**src/rtl/mono_pkg.sv**
```systemverilog
package mono_pkg;

   typedef enum logic [0:0] {
      GS_RUN    = 1'b0,
      GS_LOCKED = 1'b1
   } guard_state_e;

   typedef struct packed {
      logic accept;
      logic reject;
   } verdict_t;

endpackage

```
**src/rtl/mono_check.sv**
```systemverilog
module mono_check #(
   parameter int CNT_W = 64,
   parameter int INC_W = 16
) (
   input  logic [CNT_W-1:0]  cur,
   input  logic              valid,
   input  logic [INC_W-1:0]  inc,
   output mono_pkg::verdict_t verdict,
   output logic [CNT_W-1:0]  nxt
);
   localparam int PAD_W = CNT_W - INC_W;

   logic [CNT_W-1:0] inc_ext;
   logic             is_neg;
   logic             is_wrap;

   generate
      if (PAD_W > 0) begin : g_pad
         assign inc_ext = {{PAD_W{1'b0}}, inc};
      end else begin : g_nopad
         assign inc_ext = inc;
      end
   endgenerate

   assign is_neg  = inc[INC_W-1];
   assign nxt     = cur + inc_ext;
   assign is_wrap = (nxt < cur);

   always_comb begin
      verdict.accept = valid & ~is_neg & ~is_wrap;
      verdict.reject = valid & (is_neg | is_wrap);
   end
endmodule

```
**src/rtl/mono_sat_cnt.sv**
```systemverilog
module mono_sat_cnt #(
   parameter int W = 8
) (
   input  logic         clk,
   input  logic         rst_n,
   input  logic         bump,
   output logic [W-1:0] q
);
   localparam logic [W-1:0] TOP = {W{1'b1}};

   always_ff @(posedge clk or negedge rst_n) begin
      if (!rst_n) begin
         q <= '0;
      end else if (bump && (q != TOP)) begin
         q <= q + 1'b1;
      end
   end
endmodule

```
**src/rtl/mono_guard.sv**
```systemverilog
module mono_guard #(
   parameter bit FORCE_LOCK = 1'b0
) (
   input  logic clk,
   input  logic rst_n,
   input  logic reject,
   input  logic lock_en,
   output logic locked,
   output logic flag,
   output logic tamper
);
   import mono_pkg::*;

   guard_state_e st_q;
   logic         want_lock;

   generate
      if (FORCE_LOCK) begin : g_always
         assign want_lock = 1'b1;
      end else begin : g_cfg
         assign want_lock = lock_en;
      end
   endgenerate

   always_ff @(posedge clk or negedge rst_n) begin
      if (!rst_n) begin
         st_q   <= GS_RUN;
         flag   <= 1'b0;
         tamper <= 1'b0;
      end else begin
         unique case (st_q)
            GS_RUN: begin
               flag   <= reject;
               tamper <= reject;
               if (reject && want_lock) st_q <= GS_LOCKED;
            end
            GS_LOCKED: begin
               flag   <= 1'b0;
               tamper <= 1'b1;
            end
            default: st_q <= GS_LOCKED;
         endcase
      end
   end

   assign locked = (st_q == GS_LOCKED);
endmodule

```
**src/rtl/mono_counter.sv**
```systemverilog
module mono_counter #(
   parameter int CNT_W      = 64,
   parameter int INC_W      = 16,
   parameter int ANOM_W     = 8,
   parameter bit FORCE_LOCK = 1'b0
) (
   input  logic              clk,
   input  logic              rst_n,
   input  logic              inc_valid,
   input  logic [INC_W-1:0]  inc_value,
   input  logic              lock_en,
   output logic [CNT_W-1:0]  count_o,
   output logic [ANOM_W-1:0] anomaly_cnt_o,
   output logic              anomaly_o,
   output logic              tamper_o,
   output logic              locked_o
);
   generate
      if (INC_W < 2 || INC_W > CNT_W) begin : g_bad_inc
         $error("mono_counter: INC_W must lie in 2..CNT_W");
      end
      if (ANOM_W < 1) begin : g_bad_anom
         $error("mono_counter: ANOM_W must be at least 1");
      end
   endgenerate

   mono_pkg::verdict_t vd;
   logic [CNT_W-1:0]   sum;
   logic [CNT_W-1:0]   cnt_q;
   logic               locked;
   logic               live_rej;
   logic               live_acc;

   mono_check #(.CNT_W(CNT_W), .INC_W(INC_W)) u_check (
      .cur     (cnt_q),
      .valid   (inc_valid),
      .inc     (inc_value),
      .verdict (vd),
      .nxt     (sum)
   );

   assign live_rej = vd.reject & ~locked;
   assign live_acc = vd.accept & ~locked;

   always_ff @(posedge clk or negedge rst_n) begin
      if (!rst_n) begin
         cnt_q <= '0;
      end else if (live_acc) begin
         cnt_q <= sum;
      end
   end

   mono_sat_cnt #(.W(ANOM_W)) u_tally (
      .clk   (clk),
      .rst_n (rst_n),
      .bump  (live_rej),
      .q     (anomaly_cnt_o)
   );

   mono_guard #(.FORCE_LOCK(FORCE_LOCK)) u_guard (
      .clk     (clk),
      .rst_n   (rst_n),
      .reject  (live_rej),
      .lock_en (lock_en),
      .locked  (locked),
      .flag    (anomaly_o),
      .tamper  (tamper_o)
   );

   assign count_o  = cnt_q;
   assign locked_o = locked;
endmodule

```
**config.mk**
```make
export PLATFORM = sky130hd
export DESIGN_NAME = mono_counter
export DESIGN_NICKNAME = d
export VERILOG_FILES = /design/src/rtl/mono_pkg.sv /design/src/rtl/mono_check.sv /design/src/rtl/mono_sat_cnt.sv /design/src/rtl/mono_guard.sv /design/src/rtl/mono_counter.sv
export SDC_FILE = /design/constraint.sdc
export NUM_CORES = 1
export LEC_CHECK = 0
export ABC_AREA = 1
export ABC_CLOCK_PERIOD_IN_PS = 4900
export CAP_MARGIN = 10
export CELL_PAD_IN_SITES_DETAIL_PLACEMENT = 0
export CELL_PAD_IN_SITES_GLOBAL_PLACEMENT = 1
export CORE_MARGIN = 8
export CORE_UTILIZATION = 41
export CTS_CLUSTER_SIZE = 20
export DETAILED_ROUTE_END_ITERATION = 12
export PLACE_DENSITY_LB_ADDON = 0.1
export SYNTH_ARGS = -nofsm -noshare
export SYNTH_HDL_FRONTEND = slang
export SYNTH_SLANG_ARGS = --single-unit
export TNS_END_PERCENT = 50
```
**constraint.sdc**
```tcl
create_clock -name clk -period 4.9 [get_ports clk]
set_clock_uncertainty 0.1 [all_clocks]
set_input_delay 1.225 -clock clk [delete_from_list [all_inputs] [get_ports clk]]
set_output_delay 1.225 -clock clk [all_outputs]
set_load 0.01 [all_outputs]
```
# Yosys cells after proc, flatten, opt, wreduce, memory -nomap -nowiden
# Cells that the tools add are included.
[word_totals]
reg_bits = 75
in_bits = 20
out_inout_bits = 75
elab_cells = 24
[classes]
add_sub_neg = 2
magnitude_cmp = 1
n_eq_ne = 1
n_mux = 4
n_bitwise = 9
reduce_logical = 2
[ops]
columns = ["cell", "n"]
rows = [
  ["$add A64 B16 Y64", 1],
  ["$lt A64 B64 Y1", 1],
  ["$add A8 B1 Y8 const B", 1],
  ["$ne A8 B8 Y1 const B", 1],
  ["$and A1 B1 Y1", 5],
  ["$pmux W1 S2", 2],
  ["$not A1 Y1", 3],
  ["$logic_and A1 B1 Y1", 2],
  ["$mux W1", 2],
  ["$or A1 B1 Y1", 1],
]

# Longest topological paths before layout
# Gate-level depths: netlist of run 1.
[depth]
ltp_word = 8
ltp_mapped = 33
mapped_depth_nobuf = 32

# By module
# A second synthesis of run 1 with hierarchy kept.
[hier_totals]
cells_unflattened = 1121
hier_area_um2 = 7472.2
[by_module_without_submodules]
columns = ["module", "n_inst", "cells_each", "area_each_um2", "seq_area_each_um2"]
rows = [
  ["mono_check", 1, 769, 4296.6, 0.0],
  ["mono_counter", 1, 280, 2592.5, 1601.5],
  ["mono_sat_cnt", 1, 63, 483.0, 200.2],
  ["mono_guard", 1, 9, 100.1, 75.1],
]

# Least setup slack after synthesis of run 1
# OpenSTA, ideal clock, no wires.
[synth_timing]
path_kind = "input-to-reg"
start = "input port inc_value[0]"
end = "register cnt_q[48], in the netlist count_o[48]"
setup_time_ns = 0.117
t_arrival_ns = 4.707
t_required_ns = 4.683
setup_slack_ns = -0.024
cell_stages = 33
n_path_buf = 2
cell_sequence = "ha_1 -> fa_1 -> nand3_1 -> nand2_1 -> a31o_1 -> nand3_1 -> nand2_1 -> nand2_1 -> a21oi_2 -> nand4_1 -> inv_1 -> nand2_1 -> nor2_1 -> nand2_1 -> nor3_2 -> nand2_1 -> nor2_1 -> ha_1 -> inv_1 -> nor2_1 -> o21ai_2 -> nor2_1 -> nor2b_1 -> nand2_1 -> nor2_1 -> nand2_1 -> nand3_2 -> nand2_4 -> inv_6 -> buf_12 -> buf_12 -> nand3_2 -> nand2_1"
[synth_between]
elab_chain_len = 5
[synth_lines]
columns = ["item", "line_no", "source"]
rows = [
  ["start, declared", "mono_counter.sv:10", "input logic [INC_W-1:0] inc_value,"],
  ["$add A64 B16 Y64 *", "mono_check.sv:26", "assign nxt = cur + inc_ext;"],
  ["$lt A64 B64 Y1", "mono_check.sv:27", "assign is_wrap = (nxt < cur);"],
  ["$not A1 Y1", "mono_check.sv:30", "verdict.accept = valid & ~is_neg & ~is_wrap;"],
  ["$and A1 B1 Y1", "mono_check.sv:30", ""],
  ["$and A1 B1 Y1", "mono_counter.sv:43", "assign live_acc = vd.accept & ~locked;"],
  ["end signal, assigned", "mono_counter.sv:49", "cnt_q <= sum;"],
  ["end, declared", "mono_counter.sv:29", "logic [CNT_W-1:0] cnt_q;"],
]
# Every way passes the cells marked *; elsewhere a longest branch is shown, timed or not.
# A chain may end at the register's enable or synchronous reset.

# Worst setup path after layout of run 1
[layout_timing]
start = "input port inc_value[15]"
end = "register cnt_q[62], in the netlist count_o[62]"
[layout_between]
elab_chain_len = 5
word_cells_on_any_way = 7
classes_between = "add/sub (1); order compare (1); bitwise (5)"
[layout_lines]
columns = ["item", "line_no"]
rows = [
  ["$add A64 B16 Y64", "mono_check.sv:26"],
  ["$lt A64 B64 Y1", "mono_check.sv:27"],
  ["$not A1 Y1", "mono_check.sv:30"],
  ["$and A1 B1 Y1", "mono_check.sv:30"],
  ["$and A1 B1 Y1", "mono_counter.sv:43"],
]
# Several ways; a longest one is shown, not always the timed one.

==> results of run 1 <==
registers in the layout, summed over array words and instances, names as in the netlist:
register        count
u_guard.flag        1
u_guard.tamper      1
u_guard.locked      1
u_tally.q           8
count_o            64
path summary, 6_finish.rpt:
path | startpoint | endpoint | slack [ns] | depth (start not counted)
setup / recovery | inc_value[15] | count_o[62] | -0.006 | 29
hold / removal | u_guard.locked | u_guard.flag | 0.42 | 1
setup reg to reg | count_o[0] | count_o[62] | 0.53 | 32
hold reg to reg | u_guard.locked | u_guard.flag | 0.42 | 1
max in group asynchronous | rst_n | count_o[55] | 3.08 | 1
min in group asynchronous | rst_n | u_guard.tamper | 0.96 | 1
metal layers:
metal  wire (um)  part of all wire, %
met1       12400                   50
met3        1010                  4.1
met2       11100                   45
met4         319                  1.3
met5           0                    0
power groups by stage:
stage	sequential, mW	clock (mW)	combinational [mW]
floorplan	0.631	0	0.0744
global placement	0.631	0	0.127
detailed placement	0.631	0	0.127
CTS	0.619	0.694	0.183
global route	0.619	0.718	0.200
finish	0.619	0.682	0.185
final cells by class:
| cell class | count | area [um^2] | area share [%] |
|---|---|---|---|
| Sequential cell | 75 | 1880 | 17.7 |
| Clock buffer | 10 | 229 | 2.15 |
| Multi-Input combinational cell | 816 | 5170 | 48.6 |
| Timing Repair Buffer | 233 | 2270 | 21.4 |
| Inverter | 194 | 737 | 6.93 |
| Clock inverter | 5 | 55.1 | 0.518 |
| Tap cell | 229 | 287 | 2.70 |
cells in the final DEF (no fill, tap or decap), types with 3 or more instances in the layout:
cell type and instances:
nor2_1 59, buf_6 4, dlygate4sd2_1 4, nor4_1 4
clkdlybuf4s15_1 3, nand3b_1 10, ha_1 39, clkbuf_2 3
clkinv_2 3, nand4_1 18, dfrtp_1 75, nand3_1 63
clkdlybuf4s50_1 79, buf_16 14, xnor2_1 18, nand3_2 70
nor2_4 8, nor3_1 15, nand2_2 25, nand2_4 8
buf_4 121, inv_1 181, ha_4 16, buf_2 3
a21oi_1 27, o21ai_1 7, o21ai_0 8, xor2_1 42
nor2_2 13, clkbuf_16 11, nand3_4 3, inv_2 11
nand2_1 335
worst max-delay path, delay by kind of cell:
kind                       cells  cell delay [ns]
AOI/OAI and AO/OA              3             0.47
adders and majority gates      2             0.53
buffers and inverters          6             0.81
and+or+nand+nor               18             1.98
stage by stage:
step / setup TNS [ns] / setup WS, ns / hold slack (ns) / area (um^2) / utilization [%]
2_1_floorplan: 0 / 0.0388 / 0.400 / 7590 / -
3_3_place_gp: -74.12 / -1.04 / 0.395 / 9390 / 51.9
3_5_place_dp: -82.16 / -1.14 / 0.406 / 9390 / 51.9
4_1_cts: -10.01 / -0.170 / 0.424 / 10400 / 57.3
5_1_grt: -17.20 / -0.273 / 0.469 / 10600 / 58.8
6_report: -0.00648 / -0.00648 / 0.418 / 10600 / 58.8
what timing repair did:
item,in CTS,in global routing
pin swaps,88,39
endpoints found under the setup margin,75,75
setup buffers,22,8
gates cloned,9,3
gates resized for setup,83,41
hold buffers,0,0
kinds of logic (layout without fill, tap and decap cells):
logic type      after synthesis  in the layout  synth area share, %
buf+inv                     217            442                 12.6
simple gates                641            641                 41.9
flops                        75             75                 24.8
xor+xnor                     60             60                 6.93
fa+ha+maj                    56             56                 9.34
compound gates               59             59                 4.47
==> qor.yml, run 1 <==
drive_gt1_share_pct: 24.7
yosysUniqueCellTypes: 47
max_stage_delay_ns: 0.31
synth_edf_count: 0
hold_violations: 0
fp-row-count: 49
area_delta_synth_final_pct: 40.2
start_kind: "input pin"
swShare_pct: 26.0
wirelength_um: 24800
synth-async-reset-ratio_pct: 100
tightest_slew_ns: 1.04
routed-via-count: 7655
pwr-share-comb_pct: 12.4
grt_use_total_pct: 21.0
gp_congestion: 0.896
dp_cells: 1507
io_pins: 95
layout_min_cycle_time_ns: 4.91
cts.htree.levels: 3
ys_seq_area_share_pct: 24.8
netlist_top_cells_count: "nand2_1 (349), inv_1 (183), dfrtp_1 (75)"
nNetsFinal: 1405
relSlewSlack_pct: 30.9
grt_pass1_vias: 7602
grt_pass1_wl_um: 39600
overflow: 0
viasPerCell: 4.90
cap_violations: 0
violations: "negative setup slack"
timing.final.max_slew_violations: 0
internal_power_mw: 1.10
crit_type: "input pin to register"
use_met1_pct: 28.4
ys_warn_count: 0
start_util_pct: 41.9
status: "complete, but fails checks"
insertion_delay_ns: 0.35
arrival_ns: 5.04
synthTopCellsByArea: "dfrtp_1 (25%), nand2_1 (17%), ha_1 (9.1%)"
syn-num-nets: 1184
fillers: 1720
cts_tree: "yes"
avgSynthCellArea_um2: 6.84
place_hpwl_um: 17300
cts_max_path_buffers: 2
fp.coreArea_um2: 18100
p_leak_nw: 5.69
cp_data_required_time_ns: 5.03
clock_sinks: 75
yosysMostFrequentCell: "nand2_1"
dr.pass1.iters: 5
drt_iter0_markers: 501
syn_inst: 1108
setup_violations: 1
switching_power_mw: 0.387
total_power_mw: 1.49
path_clk_slew_ns: 0.06
synthFlopType: "dfrtp_1"
critPathCaptureType: "register"
busiest_layer: "met2"
yosys.area.top_type_share_pct: 24.8
clock-root-buffer: "clkbuf_16"
grtUsageMet2_pct: 34.2
fmax_mhz: 204
die_w_um: 152
die_y_um: 152
yosys.area.top_type: "dfrtp_1"
ant_nets: 0
rsz0062_at_grt: "yes"
dieArea_um2: 23100
syn_area_um2: 7580
critPathMaxFanout: 8
ir_drop_uv: 161
synth_seq_cells: 75
cts_inserted_buffers: 9
p_seq_share_pct: 41.7
power_density_nw_per_um2: 140
antenna_cells: 0
antenna_found_initial: 0
grt_max_degree: 76
period_share_pct: 100
finalWorstSetupSlack_ns: -0.00648
cp_common_cell: "nand2_4"
min-delay-path-class: "register to register"
drc: 0
finalNonFillerCells: 1562
clockPowerShare_pct: 45.9
slowest_stage: "ha_4"
use_met3_pct: 3.63
placement.io_buffers: 94
drt-wirelength-per-cell_um: 15.9
Note: power is estimated with default switching activity, not from simulation.
==> run 2: changes to the inputs <==
ABC_CLOCK_PERIOD_IN_PS = unset   (was 4900)
CORE_MARGIN = 2   (was 8)
clock period = 5.5 ns   (was 4.9 ns; I/O delays follow)
==> run 2 against run 1 <==
  * The run now ends clean
  * Register-to-register slack gained 0.59 ns
  * Wire length shrank 8.5%
  * Clock-buffer cell count increased by 1
  * Cell area fell by 4.5%
  * Global-route usage rose by 2.5 points
  * Cell count fell by 2.9%
  * Via count is 3.4% lower
  * Sequential share of layout area is 0.83 points higher
  * Worst hold slack got worse by 0.0086 ns
  * Sequential power fell by 11%
  * Critical path type unchanged
==> qor.yml, run 2 (synthesized netlist as in run 1, its figures left out) <==
crit_type: "input pin to register"
final_common_cell: "nand2_1"
insertion_delay_ns: 0.35
clock_sinks: 75
min-delay-path-class: "register to register"
mostFrequentLayoutCells: "nand2_1 (328), inv_1 (181), clkdlybuf4s50_1 (82), buf_4 (79), dfrtp_1 (75)"
power_density_nw_per_um2: 128
start_kind: "input pin"
clock-root-buffer: "clkbuf_16"
critPathMaxFanout: 11
routed-via-count: 7393
critPathCaptureType: "register"
grt_use_total_pct: 23.5
antenna_found_initial: 0
cp-startpoint: "inc_value[9]"
dr.pass1.iters: 5
r2r_cells: 33
arrival_ns: 5.38
area_delta_synth_final_pct: 33.9
rr_endpoint: "count_o[42]"
relSlewSlack_pct: 33.8
die_y_um: 140
start_util_pct: 42.1
wl_met3_um: 1070
cts.htree.levels: 3
io_pins: 95
antenna_cells: 0
cp-endpoint: "count_o[42]"
nNetsFinal: 1359
drt_iter0_markers: 403
rr_startpoint: "count_o[0]"
slowest_stage: "clkdlybuf4s50_1"
max_stage_delay_ns: 0.42
cp_data_required_time_ns: 5.65
fmax_mhz: 191
fp-row-count: 49
period_share_pct: 95.1
layout_min_cycle_time_ns: 5.23
overflow: 0
drt-wirelength-per-cell_um: 15.0
grt_pass1_vias: 7011
hold_violations: 0
placement.io_buffers: 94
dpl_cell_area_um2: 9200
grt_max_degree: 76
die_w_um: 140
place_hpwl_um: 16900
timing.final.max_slew_violations: 0
cts_max_path_buffers: 2
total_power_mw: 1.30
fillers: 1793
cts_inserted_buffers: 9
largest_reg_flops: 64
seqCellArea_um2: 1880
routed.top_layer: "met4"
multi_input_area_um2: 5090
routedLengthMet1_um: 11100
setup_violations: 0
tightest_slew_ns: 0.994
cts_tree: "yes"
fp.coreArea_um2: 18000
drc: 0
wirelength_um: 22700
ir_drop_uv: 135
drive_gt1_share_pct: 21.7
min_from: "count_o[0]"
viasPerCell: 4.87
wl_met2_um: 10400
dieArea_um2: 19600
rrSetupSlack_ns: 1.12
grt_pass1_wl_um: 36900
path_clk_slew_ns: 0.07
hold_path_depth: 2
finish.instance_area_um2: 10200
holdWs_ns: 0.409
p_leak_nw: 5.49
cap_violations: 0
gp_congestion: 0.891
ant_nets: 0
status: "finished clean"
run 2: cell types whose count changed in the layout (fill, tap and decap cells not counted), moves of 5 or more:
| cell | change |
|---|---|
| nand2_2 | +11 |
| nand2_1 | -7 |
| ha_4 | -6 |
| buf_16 | -11 |
| ha_1 | +5 |
| buf_4 | -42 |
| dlymetal6s2s_1 | +8 |
| buf_12 | +9 |
run 2: final cells by class:
| type | instances | area share [%] |
|---|---|---|
| inverter | 194 | 7.26 |
| sequential | 75 | 18.5 |
| clock inverter | 5 | 0.604 |
| tap | 229 | 2.82 |
| clock buffer | 11 | 2.39 |
| timing repair buffer | 187 | 18.3 |
| multi-input combinational | 816 | 50.1 |
run 2: how the worst min path moves through the flow:
stage / endpoint
final: count_o[0]
after global placement: count_o[0]
after global routing: count_o[0]
after CTS: count_o[0]
after detailed placement: count_o[0]
after floorplan: u_guard.flag
run 2: worst max-delay path, delay by kind of cell:
| kind | cells | cell delay, ns |
|---|---|---|
| AO/OA/AOI/OAI | 5 | 0.83 |
| buffers and inverters | 7 | 1.15 |
| XOR/XNOR | 1 | 0.14 |
| adder cells (fa/ha/maj) | 2 | 0.64 |
| AND/OR/NAND/NOR | 15 | 1.21 |
run 2: power breakdown:
group	leakage (nW)	switching [mW]	internal [mW]
logic	4.32	0.0692	0.0505
clock network	0.138	0.259	0.366
registers	1.03	0	0.552
total	5.49	0.328	0.968
run 2: through the flow:
stage / setup WS (ns) / std cells / util, % / setup TNS (ns)
floorplan: 0.426 / 1108 / - / 0
global placement: -0.669 / 1477 / 51.0 / -48.25
detailed placement: -0.734 / 1477 / 51.0 / -53.51
CTS: 0.0140 / 1511 / 54.6 / 0
global route: -0.00731 / 1517 / 56.3 / -0.0240
finish: 0.269 / 1517 / 56.3 / 0
run 2: what timing repair did:
| item | in CTS | in global routing |
|---|---|---|
| setup endpoints to repair | 75 | 75 |
| setup buffers | 14 | 6 |
| hold buffers | 0 | 0 |
| gates resized for setup | 28 | 57 |
| pin swaps | 16 | 42 |
| gates cloned | 4 | 0 |
run 2: per-layer routing:
layer  GRT usage [%]  up-vias
met4            4.63        0
met5               0        -
met1            33.3     3400
met2            37.8      140
met3            4.00       14
li1                -     3839
